--- src/rtl/mw_eeprom.sv ---
module mw_eeprom #(
  parameter int ADDR_BITS = 4
) (
  input  logic clk,
  input  logic rst_n,
  input  logic org16,
  input  logic cs,
  input  logic sck,
  input  logic di,
  output logic so_data,
  output logic so_en
);
  localparam int AMAX   = ADDR_BITS + 1;
  localparam int NBYTES = 2 ** AMAX;
  localparam int SRW    = AMAX + 2;
  localparam int CW     = $clog2(SRW + 17);

  typedef enum logic [2:0] {S_IDLE, S_CMD, S_RD, S_WDAT, S_DONE} st_t;

  st_t             st;
  logic            sck_q;
  logic [SRW-2:0]  sr;
  logic [CW-1:0]   cnt;
  logic [AMAX-1:0] addr;
  logic [15:0]     wdat;
  logic [3:0]      idx;
  logic            wen, wr_pend, wr_org;
  logic [7:0]      mem [NBYTES];

  wire rise   = cs & sck & ~sck_q;
  wire mem_we = ~cs & wr_pend & wen;

  wire [SRW-1:0]  full  = {sr, di};
  wire [CW-1:0]   aw    = org16 ? CW'(ADDR_BITS) : CW'(ADDR_BITS + 1);
  wire [3:0]      wtop  = org16 ? 4'd15 : 4'd7;
  wire [1:0]      op    = org16 ? full[AMAX:AMAX-1] : full[AMAX+1:AMAX];
  wire [1:0]      top2  = org16 ? full[AMAX-2:AMAX-3] : full[AMAX-1:AMAX-2];
  wire [AMAX-1:0] cmd_a = org16 ? {1'b0, full[AMAX-2:0]} : full[AMAX-1:0];
  wire [AMAX-1:0] nxt_a = org16 ? {1'b0, addr[AMAX-2:0] + 1'b1} : addr + 1'b1;
  wire [AMAX-1:0] rd_b  = org16 ? {addr[AMAX-2:0], ~idx[3]} : addr;
  wire            rd_bit = mem[rd_b][idx[2:0]];

  always_ff @(posedge clk or negedge rst_n) begin
    if (!rst_n) sck_q <= 1'b0;
    else        sck_q <= sck;
  end

  always_ff @(posedge clk or negedge rst_n) begin
    if (!rst_n) begin
      st      <= S_IDLE;
      sr      <= '0;
      cnt     <= '0;
      addr    <= '0;
      wdat    <= '0;
      idx     <= '0;
      wen     <= 1'b0;
      wr_pend <= 1'b0;
      wr_org  <= 1'b0;
      so_data <= 1'b0;
      so_en   <= 1'b0;
    end else if (!cs) begin
      st      <= S_IDLE;
      sr      <= '0;
      cnt     <= '0;
      wr_pend <= 1'b0;
      so_en   <= 1'b0;
    end else if (rise) begin
      case (st)
        S_IDLE: if (di) begin
          st  <= S_CMD;
          sr  <= '0;
          cnt <= '0;
        end
        S_CMD: begin
          sr  <= full[SRW-2:0];
          cnt <= cnt + 1'b1;
          if (cnt == aw + 1'b1) begin
            addr <= cmd_a;
            cnt  <= '0;
            case (op)
              2'b10: begin
                st      <= S_RD;
                so_en   <= 1'b1;
                so_data <= 1'b0;
                idx     <= wtop;
              end
              2'b01: begin
                st     <= S_WDAT;
                wr_org <= org16;
              end
              2'b00: begin
                st <= S_DONE;
                if (top2 == 2'b11) wen <= 1'b1;
                if (top2 == 2'b00) wen <= 1'b0;
              end
              default: st <= S_DONE;
            endcase
          end
        end
        S_RD: begin
          so_data <= rd_bit;
          if (idx == 4'd0) begin
            addr <= nxt_a;
            idx  <= wtop;
          end else begin
            idx <= idx - 1'b1;
          end
        end
        S_WDAT: begin
          wdat <= {wdat[14:0], di};
          cnt  <= cnt + 1'b1;
          if (cnt == CW'(wtop)) begin
            wr_pend <= 1'b1;
            st      <= S_DONE;
          end
        end
        default: ;
      endcase
    end
  end

  always_ff @(posedge clk or negedge rst_n) begin
    if (!rst_n) begin
      for (int i = 0; i < NBYTES; i++) mem[i] <= '0;
    end else if (mem_we) begin
      if (wr_org) begin
        mem[{addr[AMAX-2:0], 1'b0}] <= wdat[15:8];
        mem[{addr[AMAX-2:0], 1'b1}] <= wdat[7:0];
      end else begin
        mem[addr] <= wdat[7:0];
      end
    end
  end
endmodule

--- config.mk ---
export PLATFORM = sky130hd
export DESIGN_NAME = mw_eeprom
export DESIGN_NICKNAME = d
export VERILOG_FILES = /design/src/rtl/mw_eeprom.sv
export SDC_FILE = /design/constraint.sdc
export NUM_CORES = 1
export LEC_CHECK = 0
export ABC_AREA = 0
export BUFFER_PORTS_ARGS = -buffer_cell sky130_fd_sc_hd__buf_2
export CAP_MARGIN = 15
export CORE_ASPECT_RATIO = 1.4
export CORE_UTILIZATION = 32
export CTS_CLUSTER_DIAMETER = 30
export DETAILED_ROUTE_END_ITERATION = 10
export HOLD_SLACK_MARGIN = 0.15
export PLACE_DENSITY = 0.46
export SYNTH_ARGS = -nofsm -noshare
export SYNTH_HDL_FRONTEND = slang
export SYNTH_SLANG_ARGS = --single-unit
--- constraint.sdc ---
create_clock -name clk -period 3.1 [get_ports clk]
set_input_delay 0.155 -clock clk [delete_from_list [all_inputs] [get_ports clk]]
set_output_delay 0.155 -clock clk [all_outputs]
set_load 0.01 [all_outputs]
======== Word-level counts from Yosys, hierarchy flattened ========
Cells that the tools add are included.
cells by class
  mux-type cells .......................... 59
  bitwise operators ....................... 11
  add/subtract/negate cells ............... 5
  reduce and logical (&&, ||, !) cells .... 19
  magnitude comparators ................... 8
  equality and inequality tests ........... 22
operators by type and width
  cell                   number
  $bwmux W256            3
  $mux W256              1
  $demux W8 S5           3
  $mux W5                9
  $bmux W8 S5            1
  $mux W8                5
  $ge A6 B6 Y1 const B   4
  $not A5 Y6             4
  $reduce_and A5 Y1      4
  $lt A6 B1 Y1 const B   3
  $mux W6                3
  $mux W4                4
  $mux W1                15
  $mux W3                5
  $pmux W5 S3            1
  $ne A2 B1 Y1 const B   7
  $pmux W6 S2            1
  $reduce_and A3 Y1      4
  $add A5 B1 Y5 const B  2
  $eq A5 B4 Y1           2
  $pmux W5 S2            1
  $ne A3 B3 Y1 const B   3
  $pmux W3 S3            1
  $pmux W4 S2            1
  other kinds (24)       37
storage, ports and cells
  bits of input ports ..................... 6
  register bits ........................... 301
  output and inout bits ................... 2

======== Depth between registers and ports, before layout ========
  depth in word-level cells ............... 9
  mapped depth ............................ 13

======== Worst setup path after synthesis ========
Ideal clock, no wire load.
  path kind ............................... register to register
  start point ............................. register addr[1]
  end point ............................... register mem[125] in the netlist's numbering
  slack ................................... 0.353 ns
  clock period less this slack ............ 2.747 ns
  stages on the path, launching flop included .. 14
  arrival time ............................ 2.629 ns
  cell sequence ........................... dfrtp_1 -> buf_4 -> buf_2 -> inv_1 -> ha_1 -> clkbuf_1 -> nor3b_1 -> nand2_1 -> nor2_1 -> a21oi_1 -> nor2_1 -> clkbuf_1 -> o221ai_1 -> o21a_1
between the ends
  word-level cells in the longest chain between the ends .. 8
  elaborated cells on any way between the ends .. 22
RTL lines
  what                                                                       RTL line  text
  start, declared                                                            24        logic [AMAX-1:0] addr;
  start signal, assigned                                                     78        addr <= cmd_a;
  start signal, assigned                                                     103       addr <= nxt_a;
  $not A5 Y6 (not written as such)                                           127       mem[{addr[AMAX-2:0], 1'b0}] <= wdat[15:8];
  $ge A6 B6 Y1 (not written as such) / $lt A6 B1 Y1 (equally long branches)  127
  $logic_and A1 B1 Y1 (not written as such)                                  127
  $mux W8 (not written as such)                                              127
  $demux W8 S5                                                               127
  $bwmux W256                                                                127
  $bwmux W256                                                                128       mem[{addr[AMAX-2:0], 1'b1}] <= wdat[7:0];
  $mux W256 *                                                                126       if (wr_org) begin
  end signal, assigned by index                                              127
  end signal, assigned by index                                              128
  end signal, assigned by index                                              130       mem[addr] <= wdat[7:0];
  end, declared                                                              28        logic [7:0] mem [NBYTES];
Every way passes the cells marked *; elsewhere a longest branch is shown, timed or not.
A chain may end at the register's enable or synchronous reset.

======== Worst setup path in the final report ========
  start point ............................. register idx[3]
  end point ............................... register so_data
between the ends
  word-level cells in the longest chain between the ends .. 9
RTL lines
  what                                         RTL line  text
  start, declared                              26        logic [3:0] idx;
  start signal, assigned                       85        idx <= wtop;
  start signal, assigned                       104       idx <= wtop;
  start signal, assigned                       106       idx <= idx - 1'b1;
  $not A1 Y1                                   40        wire [AMAX-1:0] rd_b = org16 ? {addr[AMAX-2:0], ~idx[3]} : addr;
  $mux W5                                      40
  $not A5 Y6 (not written as such)             41        wire rd_bit = mem[rd_b][idx[2:0]];
  $bmux W8 S5                                  41
  $mux W8 (not written as such) (2 in series)  41
  $bmux W1 S3                                  41
  $mux W1 (not written as such)                41
  $pmux W1 S2                                  68        case (st)
  end signal, assigned                         101       so_data <= rd_bit;
  end, declared                                10        output logic so_data,
No other way between the ends. The select of a mux whose other input is x is not followed.

==> flow_summary.toml <==
[logic_synthesis]
async_reset_ff_frac = 1.00
synthFlopType = "dfrtp_1"
yosysSeqAreaShare = 0.466
synth_cells = 1513
netlist_area_um2 = 16200
ys_types = 80
ys_ff_latch = 301
yosys_warnings = 0
synth_edf_count = 0
avgSynthCellArea_um2 = 10.7
syn-num-nets = 1529

[timing]
period_needed_ns = 3.00
fin_crit_sh = 0.966
rsz0062_at_grt = "false"
hold_viol_final = 0
timing.hold.ws_ns = 0.214
final.setup.tns_ns = 0
slew_headroom = 0.375
fmax_ghz = 0.334
tightest_slew_ns = 0.935
drv_slew = 0
finalClockSkew_ns = 0.0272
finalSetupViolations = 0

[cells_and_area]
drive_gt1_frac = 0.283
area_growth_syn_to_layout_pct = 25.8
layoutNonFillerInstCount = 2317
final_cell_area_um2 = 20300
final_common_cell = "dfrtp_1"
layout_common_cells = "dfrtp_1 (300), nand2_1 (190), mux2_2 (151), buf_4 (118), o21ai_0 (110)"
antenna_cells = 0
fin_nets = 1632

[routing]
vias = 13700
drt-initial-drc-count = 1225
met3_length_um = 3240
wl_um = 67100
drc = 0
wl_met1_um = 26100
top_layer_used = "met4"
dr_wl_met2_um = 33100
vias_per_cell = 5.92
wire_per_inst_um = 28.9
detail-route-antenna-nets = 0
dr.pass1.iters = 7

[worst_hold_path]
worstHoldStart = "sck"
holdPathStages = 2
min_to = "sck_q$_DFF_PN0_"
hp-class = "in -> reg"

[worst_setup_path]
setup.worst_path.start_class = "flip-flop"
r2r-end = "so_data$_DFFE_PN0P_"
r2r_start = "idx[3]$_DFFE_PN0P_"
crit_type = "reg -> reg"
r2r_cells = 9
crit_path_end_kind = "flip-flop"
ff2ff_setup_slack_ns = 0.10
worstPathRequired_ns = 3.57
cp-startpoint = "idx[3]$_DFFE_PN0P_"
cp_data_arrival_time_ns = 3.47
critPathMaxFanout = 16

[pwr]
peakVddDrop_v = 0.000363
leakagePower_nw = 8.54
p_per_area_nw_per_um2 = 632

[global_routing]
grt_pass1_wl_um = 98500
overflow = 0
antenna_found_initial = 1
grt_max_degree = 96
grt_usage = 0.268
grt_pass1_vias = 14000

[run_status]
outcome = "completed"

[place]
place_hpwl_um = 46400
gp_congestion = 0.923
place_inst = 2176
placed_cell_area_um2 = 17600
portBuffers = 7

[floorplan]
dieHeight_um = 268
start_util = 0.323
core_area_um2 = 50000
dieArea_um2 = 51500
die_width_um = 192
placement_rows = 97
io_pins = 8

[run]
maxCapViolations = 0

[clocking]
worstSkewPairLatency_ns = 0.61
cts.root.buffer_cell = "clkbuf_16"
numClockSinks = 301
post_cts_buffers = 0
cts_made_buffers = 75
ctsLongestPathBuffers = 3
cts_tree = "yes"
htreeDepth = 3
path_clk_slew_ns = 0.05
==> worst max-delay path by stage <==
stage	end	slack [ns]	cells after the start
after global placement	so_data$_DFFE_PN0P_	0.04	9
after floorplan	mem[125]$_DFFE_PN0P_	0.35	13
after global routing	so_data$_DFFE_PN0P_	0.003	9
final	so_data$_DFFE_PN0P_	0.10	9
after detailed placement	so_data$_DFFE_PN0P_	0.03	9
after CTS	so_data$_DFFE_PN0P_	0.04	9
==> cells by family after synthesis <==
logic type,count (synthesis),share of synthesized area
mux,224,0.172
xor+xnor,1,0.000542
fa+ha+maj,10,0.00774
flops,301,0.466
simple gates,377,0.107
compound gates,465,0.206
buf+inv,135,0.0419
==> flip-flops by register name, indices dropped and copies added (netlist names) <==
signal	count
mem	256
sr	6
idx	4
cnt	5
wdat	16
addr	5
so_data	1
st	3
wen	1
wr_pend	1
wr_org	1
so_en	1
sck_q	1
==> cell type report <==
class	count	area [um^2]
inverter	16	63.8
clock buffer	89	2050
multi-input combinational	1077	7980
timing repair buffer	145	1250
fill	4894	29700
sequential	301	7530
clock inverter	46	664
tap	643	805
==> critical path, stage by stage, from the launching register on <==
cell,delay [ns]
dfrtp_2,0.40
and2_4,0.17
nor2_4,0.12
buf_12,0.21
buf_4,0.22
mux4_2,0.54
a222oi_1,0.55
a211oi_1,0.19
nor4_1,0.33
o32ai_1,0.14
==> Yosys cell counts (3+ instances only) <==
cell type,number,share of area
a22oi_1,5,0.0023
clkbuf_1,71,0.016
a211oi_1,6,0.0028
nor4_1,4,0.0015
o21a_1,56,0.026
nor3_1,17,0.0053
mux2_2,151,0.11
a311oi_1,4,0.0022
nor2b_1,11,0.0043
and3_1,11,0.0043
nor3b_1,4,0.0019
o211ai_1,4,0.0019
o22ai_1,16,0.0062
o31ai_1,3,0.0014
and2_1,4,0.0015
nor2_1,47,0.011
or2_2,3,0.0012
o32ai_1,3,0.0016
a32oi_1,4,0.0022
a22o_1,7,0.0038
nand2_1,190,0.044
ha_1,10,0.0077
a21boi_0,4,0.0019
nand3_1,51,0.016
clkinv_1,3,0.00070
inv_1,12,0.0028
a21oi_1,44,0.014
or3_1,3,0.0012
dfrtp_1,301,0.47
nand2b_1,8,0.0031
a2bb2oi_1,7,0.0038
mux4_2,25,0.035
mux2i_1,45,0.028
a31oi_1,26,0.010
o22a_1,65,0.035
nand4_1,11,0.0043
buf_2,22,0.0068
o221ai_1,71,0.038
o2111ai_1,3,0.0016
buf_4,14,0.0065
buf_6,7,0.0049
o21ai_0,110,0.034
==> routing by layer <==
layer  global-route usage  vias to the layer above
li1                     -                     5997
met1                0.315                     6987
met2                0.453                      529
met3               0.0367                      194
met4                0.181                        0
met5                    0                        -
==> power by group <==
| group | internal [mW] | leakage, nW | total [mW] | switching (mW) |
|---|---|---|---|---|
| Clock | 5.83 | 1.31 | 8.45 | 2.62 |
| Combinational | 0.131 | 3.04 | 0.421 | 0.290 |
| Sequential | 3.96 | 4.18 | 3.99 | 0.0291 |
| Total | 9.92 | 8.54 | 12.9 | 2.94 |
==> through the flow <==
stage               setup slack (ns)   util  power, mW
floorplan                      0.353      -       4.24
global route                 0.00276  0.407       13.2
detailed placement            0.0314  0.351       4.46
global placement              0.0379  0.351       4.46
finish                         0.105  0.407       12.9
CTS                           0.0356  0.407       13.0
==> what timing repair did <==
action	CTS	global route
endpoints found under the setup margin	0	12
gates resized for setup	0	5
endpoints found under the hold margin	300	0
hold buffers	6	0
(Power assumes the default switching activity.)
